==> src/rtl/smc_pkg.sv <==
package smc_pkg;

  // Sequencer phase: idle, or running one read or one write access
  typedef enum logic [1:0] {
    SQ_IDLE  = 2'd0,
    SQ_READ  = 2'd1,
    SQ_WRITE = 2'd2
  } sq_state_e;

  // Shortest strobe pulse the bus allows, in clocks
  localparam int unsigned MIN_STROBE = 3;

  // Number of window bounds computed per access
  localparam int unsigned WIN_FIELDS = 6;

endpackage

==> src/rtl/smc_timing_calc.sv <==
// Converts the wait-state fields of one access into cycle-count window bounds.
// Counts are relative to cycle 0, the first clock with chip select low.
module smc_timing_calc
  import smc_pkg::*;
#(
  parameter int CFG_W = 4,
  parameter int CNT_W = CFG_W + 2
) (
  input  logic             is_wr,
  input  logic [CFG_W-1:0] dly,
  input  logic [CFG_W-1:0] fin,
  output logic [CNT_W-1:0] str_first,
  output logic [CNT_W-1:0] str_last,
  output logic [CNT_W-1:0] lane_first,
  output logic [CNT_W-1:0] lane_last,
  output logic [CNT_W-1:0] cs_last,
  output logic [CNT_W-1:0] op_last
);

  localparam logic [CNT_W-1:0] ONE = CNT_W'(1);
  localparam logic [CNT_W-1:0] MIN_W = CNT_W'(MIN_STROBE);

  logic [CNT_W-1:0] dly_x;
  logic [CNT_W-1:0] fin_x;
  logic [CNT_W-1:0] wid;

  // Strobe width, stretched to the bus minimum
  always_comb begin
    dly_x = CNT_W'(dly);
    fin_x = CNT_W'(fin);
    if ((fin_x + ONE) >= (dly_x + MIN_W)) begin
      wid = fin_x + ONE - dly_x;
    end else begin
      wid = MIN_W;
    end
  end

  always_comb begin
    if (is_wr) begin
      // lanes lead the write enable by one and trail it by one, then one hold cycle
      lane_first = dly_x;
      str_first  = dly_x + ONE;
      str_last   = dly_x + wid;
      lane_last  = dly_x + wid + ONE;
      cs_last    = dly_x + wid + ONE;
      op_last    = dly_x + wid + ONE + ONE;
    end else begin
      // lanes follow the output enable; chip select releases with it
      lane_first = dly_x;
      str_first  = dly_x;
      str_last   = dly_x + wid - ONE;
      lane_last  = dly_x + wid - ONE;
      cs_last    = dly_x + wid - ONE;
      op_last    = dly_x + wid - ONE;
    end
  end

endmodule

==> src/rtl/smc_seq.sv <==
// Access sequencer: phase register, cycle counter and latched window bounds.
// Exposes next-cycle values so the strobe registers can be loaded in step.
module smc_seq
  import smc_pkg::*;
#(
  parameter int CNT_W = 6,
  localparam int WIN_W = WIN_FIELDS * CNT_W
) (
  input  logic             clk,
  input  logic             rst_n,
  input  logic             accept,
  input  logic             acc_wr,
  input  logic [WIN_W-1:0] win_calc,
  output logic             busy_q,
  output logic             last_q,
  output logic             rd_last_q,
  output logic             busy_d,
  output logic             wr_d,
  output logic [CNT_W-1:0] cnt_d,
  output logic [WIN_W-1:0] win_d
);

  sq_state_e        st_q, st_d;
  logic [CNT_W-1:0] cnt_q;
  logic [WIN_W-1:0] win_q;
  logic [CNT_W-1:0] op_last_q;
  logic             load;

  assign op_last_q = win_q[CNT_W-1:0];
  assign load      = accept && (st_q == SQ_IDLE);

  // Next-state process
  always_comb begin
    st_d  = st_q;
    cnt_d = cnt_q;
    unique case (st_q)
      SQ_IDLE: begin
        if (accept) begin
          st_d  = acc_wr ? SQ_WRITE : SQ_READ;
          cnt_d = '0;
        end
      end
      default: begin
        if (cnt_q == op_last_q) begin
          st_d  = SQ_IDLE;
          cnt_d = '0;
        end else begin
          cnt_d = cnt_q + CNT_W'(1);
        end
      end
    endcase
    win_d = load ? win_calc : win_q;
  end

  // Register process
  always_ff @(posedge clk or negedge rst_n) begin
    if (!rst_n) begin
      st_q  <= SQ_IDLE;
      cnt_q <= '0;
      win_q <= '0;
    end else begin
      st_q  <= st_d;
      cnt_q <= cnt_d;
      if (load) begin
        win_q <= win_calc;
      end
    end
  end

  assign busy_q    = (st_q != SQ_IDLE);
  assign last_q    = busy_q && (cnt_q == op_last_q);
  assign rd_last_q = last_q && (st_q == SQ_READ);
  assign busy_d    = (st_d != SQ_IDLE);
  assign wr_d      = (st_d == SQ_WRITE);


  cnt_in_window_chk: assert property (@(posedge clk) disable iff (!rst_n)
    busy_q |-> (cnt_q <= op_last_q));


  no_restart_chk: assert property (@(posedge clk) disable iff (!rst_n)
    (busy_q && !last_q) |=> busy_q && $stable(st_q));

endmodule

==> src/rtl/smc_strobe_gen.sv <==
// Registered strobe outputs decoded from the next cycle count and window bounds.
module smc_strobe_gen #(
  parameter int CNT_W = 6,
  parameter int BE_W  = 2,
  localparam int SW_W = 5 * CNT_W
) (
  input  logic            clk,
  input  logic            rst_n,
  input  logic            busy_d,
  input  logic            wr_d,
  input  logic [CNT_W-1:0] cnt_d,
  input  logic [SW_W-1:0] bounds_d,
  input  logic [BE_W-1:0] be_d,
  output logic            cs_n_q,
  output logic            oe_n_q,
  output logic            we_n_q,
  output logic [BE_W-1:0] bls_n_q,
  output logic            dq_oe_q
);

  logic [CNT_W-1:0] str_first, str_last, lane_first, lane_last, cs_last;
  logic             in_str, in_lane;
  logic             cs_low_d, oe_low_d, we_low_d, dq_oe_d;
  logic [BE_W-1:0]  bls_n_d;

  assign str_first  = bounds_d[5*CNT_W-1 -: CNT_W];
  assign str_last   = bounds_d[4*CNT_W-1 -: CNT_W];
  assign lane_first = bounds_d[3*CNT_W-1 -: CNT_W];
  assign lane_last  = bounds_d[2*CNT_W-1 -: CNT_W];
  assign cs_last    = bounds_d[CNT_W-1:0];

  always_comb begin
    in_str   = busy_d && (cnt_d >= str_first) && (cnt_d <= str_last);
    in_lane  = busy_d && (cnt_d >= lane_first) && (cnt_d <= lane_last);
    cs_low_d = busy_d && (cnt_d <= cs_last);
    oe_low_d = in_str && !wr_d;
    we_low_d = in_str && wr_d;
    dq_oe_d  = busy_d && wr_d;
  end

  // one select per byte lane
  for (genvar i = 0; i < BE_W; i++) begin : g_lane
    assign bls_n_d[i] = !(in_lane && be_d[i]);
  end

  always_ff @(posedge clk or negedge rst_n) begin
    if (!rst_n) begin
      cs_n_q  <= 1'b1;
      oe_n_q  <= 1'b1;
      we_n_q  <= 1'b1;
      bls_n_q <= '1;
      dq_oe_q <= 1'b0;
    end else begin
      cs_n_q  <= !cs_low_d;
      oe_n_q  <= !oe_low_d;
      we_n_q  <= !we_low_d;
      bls_n_q <= bls_n_d;
      dq_oe_q <= dq_oe_d;
    end
  end


  oe_cs_release_chk: assert property (@(posedge clk) disable iff (!rst_n)
    $rose(oe_n_q) |-> $rose(cs_n_q));


  we_under_cs_chk: assert property (@(posedge clk) disable iff (!rst_n)
    $fell(we_n_q) |-> (!cs_n_q && $past(!cs_n_q)));


  cs_after_we_chk: assert property (@(posedge clk) disable iff (!rst_n)
    $rose(we_n_q) |-> !cs_n_q);


  no_contention_chk: assert property (@(posedge clk) disable iff (!rst_n)
    !oe_n_q |-> !dq_oe_q);


  one_direction_chk: assert property (@(posedge clk) disable iff (!rst_n)
    !(!oe_n_q && !we_n_q));

endmodule

==> src/rtl/smc_datapath.sv <==
// Request capture, read data capture and the done pulse.
module smc_datapath #(
  parameter int ADDR_W = 16,
  parameter int DATA_W = 16,
  parameter int BE_W   = DATA_W / 8
) (
  input  logic              clk,
  input  logic              rst_n,
  input  logic              accept,
  input  logic [ADDR_W-1:0] req_addr,
  input  logic [DATA_W-1:0] req_wdata,
  input  logic [BE_W-1:0]   req_be,
  input  logic              last_q,
  input  logic              rd_last_q,
  input  logic [DATA_W-1:0] mem_dq_in,
  output logic [ADDR_W-1:0] addr_q,
  output logic [DATA_W-1:0] wdata_q,
  output logic [BE_W-1:0]   be_d,
  output logic [DATA_W-1:0] rdata_q,
  output logic              done_q
);

  logic [BE_W-1:0] be_q;

  assign be_d = accept ? req_be : be_q;

  always_ff @(posedge clk or negedge rst_n) begin
    if (!rst_n) begin
      addr_q  <= '0;
      wdata_q <= '0;
      be_q    <= '0;
      rdata_q <= '0;
      done_q  <= 1'b0;
    end else begin
      if (accept) begin
        addr_q  <= req_addr;
        wdata_q <= req_wdata;
        be_q    <= req_be;
      end
      if (rd_last_q) begin
        rdata_q <= mem_dq_in;
      end
      done_q <= last_q;
    end
  end


  done_single_chk: assert property (@(posedge clk) disable iff (!rst_n)
    done_q |=> !done_q);

endmodule

==> src/rtl/smc_wait_ctrl.sv <==
// Static memory controller: single accesses with programmable strobe timing.
module smc_wait_ctrl
  import smc_pkg::*;
#(
  parameter int ADDR_W = 16,
  parameter int DATA_W = 16,
  parameter int CFG_W  = 4,
  localparam int BE_W  = DATA_W / 8,
  localparam int CNT_W = CFG_W + 2,
  localparam int WIN_W = WIN_FIELDS * CNT_W
) (
  input  logic              clk,
  input  logic              rst_n,
  input  logic              req_valid,
  output logic              req_ready,
  input  logic              req_write,
  input  logic [ADDR_W-1:0] req_addr,
  input  logic [DATA_W-1:0] req_wdata,
  input  logic [BE_W-1:0]   req_be,
  input  logic [CFG_W-1:0]  cfg_oe_dly,
  input  logic [CFG_W-1:0]  cfg_rd_end,
  input  logic [CFG_W-1:0]  cfg_we_dly,
  input  logic [CFG_W-1:0]  cfg_wr_end,
  output logic              rsp_done,
  output logic [DATA_W-1:0] rsp_rdata,
  output logic              mem_cs_n,
  output logic              mem_oe_n,
  output logic              mem_we_n,
  output logic [BE_W-1:0]   mem_bls_n,
  output logic [ADDR_W-1:0] mem_addr,
  output logic [DATA_W-1:0] mem_dq_out,
  output logic              mem_dq_oe,
  input  logic [DATA_W-1:0] mem_dq_in
);

  // Reset: asserted asynchronously, released on a clock edge
  logic rst_meta_q, rst_sync_n;

  always_ff @(posedge clk or negedge rst_n) begin
    if (!rst_n) begin
      rst_meta_q <= 1'b0;
      rst_sync_n <= 1'b0;
    end else begin
      rst_meta_q <= 1'b1;
      rst_sync_n <= rst_meta_q;
    end
  end

  logic              busy_q, last_q, rd_last_q;
  logic              busy_d, wr_d, accept;
  logic [CNT_W-1:0]  cnt_d;
  logic [WIN_W-1:0]  win_calc, win_d;
  logic [CFG_W-1:0]  sel_dly, sel_fin;
  logic [CNT_W-1:0]  c_str_first, c_str_last, c_lane_first, c_lane_last, c_cs_last, c_op_last;
  logic [BE_W-1:0]   be_d;

  assign req_ready = !busy_q;
  assign accept    = req_valid && !busy_q;
  assign sel_dly   = req_write ? cfg_we_dly : cfg_oe_dly;
  assign sel_fin   = req_write ? cfg_wr_end : cfg_rd_end;

  smc_timing_calc #(.CFG_W(CFG_W), .CNT_W(CNT_W)) calc_i (
    .is_wr      (req_write),
    .dly        (sel_dly),
    .fin        (sel_fin),
    .str_first  (c_str_first),
    .str_last   (c_str_last),
    .lane_first (c_lane_first),
    .lane_last  (c_lane_last),
    .cs_last    (c_cs_last),
    .op_last    (c_op_last)
  );

  assign win_calc = {c_str_first, c_str_last, c_lane_first, c_lane_last, c_cs_last, c_op_last};

  smc_seq #(.CNT_W(CNT_W)) seq_i (
    .clk       (clk),
    .rst_n     (rst_sync_n),
    .accept    (accept),
    .acc_wr    (req_write),
    .win_calc  (win_calc),
    .busy_q    (busy_q),
    .last_q    (last_q),
    .rd_last_q (rd_last_q),
    .busy_d    (busy_d),
    .wr_d      (wr_d),
    .cnt_d     (cnt_d),
    .win_d     (win_d)
  );

  smc_datapath #(.ADDR_W(ADDR_W), .DATA_W(DATA_W), .BE_W(BE_W)) dp_i (
    .clk       (clk),
    .rst_n     (rst_sync_n),
    .accept    (accept),
    .req_addr  (req_addr),
    .req_wdata (req_wdata),
    .req_be    (req_be),
    .last_q    (last_q),
    .rd_last_q (rd_last_q),
    .mem_dq_in (mem_dq_in),
    .addr_q    (mem_addr),
    .wdata_q   (mem_dq_out),
    .be_d      (be_d),
    .rdata_q   (rsp_rdata),
    .done_q    (rsp_done)
  );

  smc_strobe_gen #(.CNT_W(CNT_W), .BE_W(BE_W)) strb_i (
    .clk      (clk),
    .rst_n    (rst_sync_n),
    .busy_d   (busy_d),
    .wr_d     (wr_d),
    .cnt_d    (cnt_d),
    .bounds_d (win_d[WIN_W-1:CNT_W]),
    .be_d     (be_d),
    .cs_n_q   (mem_cs_n),
    .oe_n_q   (mem_oe_n),
    .we_n_q   (mem_we_n),
    .bls_n_q  (mem_bls_n),
    .dq_oe_q  (mem_dq_oe)
  );


  idle_quiet_chk: assert property (@(posedge clk) disable iff (!rst_sync_n)
    req_ready |-> (mem_cs_n && mem_oe_n && mem_we_n && (&mem_bls_n) && !mem_dq_oe));

endmodule

==> config.mk <==
export PLATFORM = sky130hd
export DESIGN_NAME = smc_wait_ctrl
export DESIGN_NICKNAME = d
export VERILOG_FILES = /design/src/rtl/smc_pkg.sv /design/src/rtl/smc_timing_calc.sv /design/src/rtl/smc_seq.sv /design/src/rtl/smc_strobe_gen.sv /design/src/rtl/smc_datapath.sv /design/src/rtl/smc_wait_ctrl.sv
export SDC_FILE = /design/constraint.sdc
export NUM_CORES = 1
export LEC_CHECK = 0
export CAP_MARGIN = 40
export CELL_PAD_IN_SITES_DETAIL_PLACEMENT = 1
export CELL_PAD_IN_SITES_GLOBAL_PLACEMENT = 1
export CORE_MARGIN = 8
export CORE_UTILIZATION = 42
export DETAILED_ROUTE_END_ITERATION = 6
export HOLD_SLACK_MARGIN = 0.06
export PLACE_DENSITY = 0.89
export SETUP_SLACK_MARGIN = 0.2
export SYNTH_ARGS = -nofsm -noshare
export SYNTH_HDL_FRONTEND = slang
export SYNTH_SLANG_ARGS = --single-unit
==> constraint.sdc <==
create_clock -name clk -period 6.98 [get_ports clk]
set_input_delay 1.396 -clock clk [delete_from_list [all_inputs] [get_ports clk]]
set_output_delay 1.396 -clock clk [all_outputs]
set_load 0.02 [all_outputs]
# After elaboration in Yosys (flattened, before gate mapping)
# Cells that the tools add are included.
[totals] register_bits=103 input_bits=70 wordCells=74
[classes] order_cmp=6 n_addsub=9 reduce_logical=24 n_eq_ne=3 n_mux=16
[ops] cell="two-way mux 6 bit" count=8
[ops] cell="two-way mux 36 bit" count=1
[ops] cell="adder 6 x 1 -> 6 bit, second input constant" count=3
[ops] cell="<= comparator 6 bit" count=3
[ops] cell="logical AND 1 bit" count=14
[ops] cell="greater-or-equal comparator 6 bit" count=2
[ops] cell="adder 4 x 1 -> 5 bit, second input constant" count=2
[ops] cell="two-way mux 2 bit" count=5
[ops] cell="two-way mux 4 bit" count=2
[ops] cell="logical NOT 1 bit" count=7
[ops] cell="adder 4 x 6 -> 6 bit" count=1
[ops] cell="== test 6 bit" count=1
[ops] cell="greater-or-equal comparator 5 x 6 -> 1 bit" count=1
[ops] cell="subtractor 6 x 1 -> 6 bit, second input constant" count=1
[ops] cell="subtractor 6 x 4 -> 6 bit" count=1
[ops] cell="adder 4 x 2 -> 5 bit, second input constant" count=1
[ops] cell="nonzero test 2 bit" count=2
[ops] cell="== test 2 x 1 -> 1 bit, second input constant" count=1
[ops] cell="== test 2 bit, second input constant" count=1
[ops] cell="logical NOT 2 bit" count=1

# Depth between registers and ports, before layout
[logic_depth] ltp_word=14 ltp_mapped=26 depth_no_buf=25

# Modules after synthesis
# A second synthesis with hierarchy kept.
[hier_totals] cells_unflattened=595 hier_area_um2=6351.1
[modules_own_cells] mod="smc_datapath" area_per_inst_um2=2083.2 cells_each=107 seq_area_each_um2=1276.2 n_inst=1
[modules_own_cells] mod="smc_seq" area_per_inst_um2=1835.5 cells_each=199 seq_area_each_um2=1101.1 n_inst=1
[modules_own_cells] mod="smc_timing_calc" area_per_inst_um2=1301.2 cells_each=165 seq_area_each_um2=0.0 n_inst=1
[modules_own_cells] mod="smc_strobe_gen" area_per_inst_um2=935.9 cells_each=110 seq_area_each_um2=156.4 n_inst=1
[modules_own_cells] mod="smc_wait_ctrl" area_per_inst_um2=195.2 cells_each=14 seq_area_each_um2=50.0 n_inst=1

# Worst setup path before layout
# Ideal clock, no wire load.
[synth_timing] kind="input port to flip-flop" startpoint="input req_write" endpoint="register strb_i.bls_n_q[0]" setup_slack_ns=0.227 path_buffers=2 stages=24 arrival_ns=6.659 setup_time_ns=0.094 t_required_ns=6.886 cell_sequence="buf_2 > buf_1 > a21oi_1 > ha_1 > or3_1 > ha_1 > a211oi_1 > o21a_1 > nor2_1 > nand2_1 > inv_1 > fa_1 > xnor2_1 > ha_1 > nand2_1 > inv_1 > o21ai_0 > or4_4 > a2111oi_4 > a221oi_1 > ha_1 > o21a_1 > o22ai_1 > nand4_1"
[synth_via] elab_chain_cells=12 word_cells_on_any_way=22 cone_classes="add/sub (6); order compare (3); mux (8); reduce/logical (5)"
[synth_lines] item="start: declaration" line="smc_wait_ctrl.sv:16" source="input logic req_write,"
[synth_lines] item="two-way mux 4 bit (on tied branches)" line="smc_wait_ctrl.sv:60, smc_wait_ctrl.sv:59"
[synth_lines] item="adder 4 x 1 -> 5 bit / adder 4 x 2 -> 5 bit (equally long branches)" line="smc_timing_calc.sv:31, smc_timing_calc.sv:32"
[synth_lines] item="subtractor 6 x 4 -> 6 bit / greater-or-equal comparator 5 x 6 -> 1 bit (equally long branches)" line="smc_timing_calc.sv:32, smc_timing_calc.sv:31"
[synth_lines] item="two-way mux 6 bit" line="smc_timing_calc.sv:31" source="if ((fin_x + ONE) >= (dly_x + MIN_W)) begin"
[synth_lines] item="adder 4 x 6 -> 6 bit" line="smc_timing_calc.sv:44, smc_timing_calc.sv:52"
[synth_lines] item="subtractor 6 x 1 -> 6 bit / adder 6 x 1 -> 6 bit (equally long branches)" line="smc_timing_calc.sv:52, smc_timing_calc.sv:44"
[synth_lines] item="two-way mux 6 bit" line="smc_timing_calc.sv:39" source="if (is_wr) begin"
[synth_lines] item="two-way mux 36 bit"
[synth_lines] item="<= comparator 6 bit" line="smc_strobe_gen.sv:34" source="in_lane = busy_d && (cnt_d >= lane_first) && (cnt_d <= lane_last);"
[synth_lines] item="logical AND 1 bit (*)" line="smc_strobe_gen.sv:34"
[synth_lines] item="logical AND 1 bit (*)" line="smc_strobe_gen.sv:43" source="assign bls_n_d[i] = !(in_lane && be_d[i]);"
[synth_lines] item="logical NOT 1 bit (*)" line="smc_strobe_gen.sv:43"
[synth_lines] item="via strb_i.bls_n_d[0]" line="smc_strobe_gen.sv:24" source="logic [BE_W-1:0] bls_n_d;"
[synth_lines] item="end signal: assignment" line="smc_strobe_gen.sv:57" source="bls_n_q <= bls_n_d;"
[synth_lines] item="end: declaration" line="smc_strobe_gen.sv:17" source="output logic [BE_W-1:0] bls_n_q,"
# Mark *: on every way through the listed nets, which the timed path passes. The rest lies on a longest branch.
# A chain may end at the register's enable or synchronous reset.

# Worst setup path in the final report
[layout_timing] startpoint="input cfg_oe_dly[1]" endpoint="register strb_i.bls_n_q[1]"
[layout_via] elab_chain_cells=12 word_cells_on_any_way=16 cone_classes="add/sub (5); order compare (3); mux (4); reduce/logical (4)"
[layout_lines] item="start: declaration" line="smc_wait_ctrl.sv:20" source="input logic [CFG_W-1:0] cfg_oe_dly,"
[layout_lines] item="two-way mux 4 bit (*)" line="smc_wait_ctrl.sv:59" source="assign sel_dly = req_write ? cfg_we_dly : cfg_oe_dly;"
[layout_lines] item="adder 4 x 2 -> 5 bit" line="smc_timing_calc.sv:31"
[layout_lines] item="greater-or-equal comparator 5 x 6 -> 1 bit" line="smc_timing_calc.sv:31"
[layout_lines] item="two-way mux 6 bit" line="smc_timing_calc.sv:31"
[layout_lines] item="adder 4 x 6 -> 6 bit" line="smc_timing_calc.sv:44, smc_timing_calc.sv:52"
[layout_lines] item="subtractor 6 x 1 -> 6 bit / adder 6 x 1 -> 6 bit (equally long branches)" line="smc_timing_calc.sv:52, smc_timing_calc.sv:44"
[layout_lines] item="two-way mux 6 bit" line="smc_timing_calc.sv:39"
[layout_lines] item="two-way mux 36 bit (*)"
[layout_lines] item="<= comparator 6 bit" line="smc_strobe_gen.sv:34"
[layout_lines] item="logical AND 1 bit (*)" line="smc_strobe_gen.sv:34"
[layout_lines] item="logical AND 1 bit (*)" line="smc_strobe_gen.sv:43"
[layout_lines] item="logical NOT 1 bit (*)" line="smc_strobe_gen.sv:43"
[layout_lines] item="via strb_i.bls_n_d[1]" line="smc_strobe_gen.sv:24"
# Marks and branches as above.

==> results.toml <==
[worst_setup_path]
critical_path_class = "in2reg"
cp-end-kind = "flip-flop"
r2r_cells = 14
rr_startpoint = "seq_i.win_q[5]"
crit_required_ns = 7.23
worstPathArrival_ns = 6.75
worstPathMaxFanout = 4
rr_endpoint = "strb_i.we_n_q"
cp-start-kind = "primary input"
r2r_slack_ns = 3.31

[sta]
max_clock_freq_mhz = 153.8
worst_slack_ns = 0.4796
tightest_slew_ns = 0.7468
slew_headroom = 0.5021
period_needed_ns = 6.500
rsz0062_at_grt = "yes"
finalSetupViolCount = 0
finalMaxSlewViolations = 0
finClkSkew_ns = 0.007288
hold_viol = 0
fin_crit_sh = 0.9313

[grt]
grt_usage = 0.2072
first_global_vias = 5781
antenna_found_initial = 0
overflow = 0
grt_max_degree = 73
grt_first_pass_wirelength_mm = 29.71

[synthesis]
ys.flop_type = "dfrtp_1"
yosysUniqueCellTypes = 53
avgSynthCellArea_sq_um = 9.497
synthCells = 617
synth_edf_count = 0
synth_seq_cells = 103
async_reset_ff_frac = 1.000
synth_seq_area_share = 0.4410
ys_warn_count = 0
synth.cell_area_sq_um = 5859
syn-num-nets = 742

[floorplanning]
chipWidth_um = 134.1
io_pins = 126
core-area_sq_um = 13770
start_util = 0.4254
num_rows = 43
die_y_um = 134.1
dieArea_sq_um = 17990

[min_path]
worstHoldStart = "rst_meta_q"
hold_path_depth = 0
min_path_type = "reg2reg"
min_delay_worst_endpoint = "rst_sync_n"

[cts]
cts_tree = "done"
path_clk_slew_ns = 0.07
cts_made_buffers = 9
clk_latency_ns = 0.35
htreeDepth = 3
cts_hold_buf = 0
clock_path_buffers = 2
numClockSinks = 103
cts-root-buf = "clkbuf_16"

[placed_design]
portBuffers = 125
place.gp.congestion = 0.8861
post-place-ws_ns = -0.3436
place_inst = 929
hpwl_mm = 14.05

[drt]
wl_per_cell_um = 19.11
ant_nets = 0
first_iter_violations = 227
viasPerCell = 5.334
dr.pass1.iters = 4
drt_wl_total_mm = 18.12
drc = 0
via_count = 5057

[power]
total_power_uw = 3607
leakagePower_uw = 0.003744
ir_drop_mv = 0.1556
power_density_nw_per_um2 = 461.3

[layout]
insertedDiodeCount = 0
drive_gt1_frac = 0.1068
final_core_util = 0.5677
multi_input_area_sq_um = 3083
num-fill-cells = 1572
nets = 888
stdcell_count = 948
regArea_sq_um = 2587
syn_to_final_growth_pct = 33.44

[outcome]
status = "complete, no violations"

[job]
drv_cap = 0
synthesized netlist by cell type (3+ instances only):
library cell / n / area (sq um)
a21boi_0: 7 / 52.55
a21o_1: 13 / 97.59
a21oi_1: 22 / 110.1
a221o_1: 3 / 30.03
a221oi_1: 3 / 26.28
and3_1: 3 / 18.77
clkbuf_1: 18 / 67.56
dfrtp_1: 98 / 2452
dfstp_2: 5 / 131.4
ha_1: 53 / 663.1
inv_1: 35 / 131.4
mux2_2: 18 / 202.7
mux2i_1: 6 / 60.06
nand2_1: 146 / 548.0
nand2b_1: 6 / 37.54
nand3_1: 7 / 35.03
nand4_1: 9 / 56.30
nor2_1: 20 / 75.07
nor2b_1: 9 / 56.30
nor3_1: 5 / 25.02
nor3b_1: 3 / 22.52
o211ai_1: 5 / 37.54
o21a_1: 19 / 142.6
o21ai_0: 33 / 165.2
o31ai_1: 4 / 30.03
or3_1: 3 / 18.77
xnor2_1: 19 / 166.4
xor2_1: 9 / 78.83
flip-flops by register name (all words and copies together) (netlist names):
| signal | cells |
|---|---|
| strb_i.oe_n_q | 1 |
| strb_i.bls_n_q | 2 |
| dp_i.rdata_q | 16 |
| seq_i.st_q | 2 |
| dp_i.wdata_q | 16 |
| seq_i.cnt_q | 6 |
| strb_i.we_n_q | 1 |
| strb_i.cs_n_q | 1 |
| rst_sync_n | 1 |
| strb_i.dq_oe_q | 1 |
| dp_i.done_q | 1 |
| rst_meta_q | 1 |
| seq_i.win_q | 36 |
| dp_i.be_q | 2 |
| dp_i.addr_q | 16 |
per-layer routing:
metal,share of wire,GRT usage,routed length (um)
met5,0,0,0
met4,0.033,0.08546,589
met3,0.052,0.05647,942
met2,0.52,0.3753,9495
met1,0.39,0.2228,7088
report_power, final:
group,leakage (uW),internal (uW),switching [uW]
Combinational,0.00231,944,1150
Sequential,0.00129,852,142
Clock,0.000145,289,226
area by class of cell:
class	count	area share
Tap cell	180	0.02880
Multi-Input combinational cell	458	0.3943
Inverter	35	0.01680
Clock inverter	6	0.008641
Clock buffer	10	0.03056
Sequential cell	103	0.3309
Timing Repair Buffer	156	0.1899
placed cells by master, fill, tap and decap left out, types with 3 or more instances in the layout:
cell,count
nand2b_1,6
dfrtp_1,97
clkbuf_16,9
buf_4,27
mux2_2,18
nor2_1,20
nor3_1,5
a21oi_1,22
nor2b_1,9
nand2_1,145
ha_1,53
dfstp_2,5
xor2_1,9
clkdlybuf4s50_1,124
xnor2_1,19
inv_1,35
mux2i_1,6
o211ai_1,5
o21ai_0,32
nand3_1,7
o31ai_1,4
a21boi_0,6
or3_1,3
and3_1,3
a21o_1,13
nand4_1,9
o21a_1,19
a221o_1,3
logic make-up (layout without fill, tap and decap cells):
group,Yosys count,in the layout,synth area share
AND/OR/NAND/NOR,223,223,0.1683
AO/OA/AOI/OAI,127,127,0.1473
flip-flops,103,103,0.4410
buffers and inverters,56,207,0.03609
adder cells (fa/ha/maj),55,55,0.1200
XOR/XNOR,28,28,0.04185
multiplexers,24,24,0.04484
other,1,1,0.0006400
stage by stage:
| step | area [sq um] | hold WS [ns] | TNS (ns) |
|---|---|---|---|
| after detailed placement | 7483 | 0.3357 | -1.308 |
| after CTS | 7789 | 0.3648 | 0 |
| final | 7819 | 0.3619 | 0 |
| after global routing | 7819 | 0.3706 | 0 |
| after global placement | 7447 | 0.3394 | 0 |
| after floorplan | 5859 | 0.3312 | 0 |
repair_timing:
action / 4_1_cts / 5_1_grt
endpoints found under the setup margin: 5 / 5
gates resized for setup: 1 / 6
pin swaps: 0 / 1
buffers inserted: 0 / 3
critical path, cell delays in order:
cell and delay (ns):
clkdlybuf4s50_1 0.45, nor2b_1 0.17, a21oi_1 0.10, ha_1 0.24, or3_1 0.39, ha_1 0.23
a211oi_2 0.25, o21ai_0 0.16, nand2_1 0.15, nor2_1 0.07, ha_1 0.33, a21o_1 0.23
o21bai_2 0.21, mux2i_1 0.15, a311o_1 0.36, or4_4 0.56, a2111oi_4 0.42, a221oi_2 0.08
ha_1 0.33, o21a_1 0.11, o22ai_1 0.20, nand4_1 0.14
how the worst max path moves through the flow:
stage	slack, ns	startpoint	depth (start not counted)	end
after floorplan	0.23	req_write	24	strb_i.bls_n_q[0]
after global placement	0.08	req_write	22	strb_i.bls_n_q[1]
after detailed placement	-0.34	req_write	25	strb_i.bls_n_q[1]
after CTS	0.32	cfg_oe_dly[1]	24	strb_i.bls_n_q[1]
after global routing	0.17	cfg_oe_dly[1]	24	strb_i.bls_n_q[1]
final	0.48	cfg_oe_dly[1]	22	strb_i.bls_n_q[1]
No activity file was read; power rests on OpenSTA's default activity.
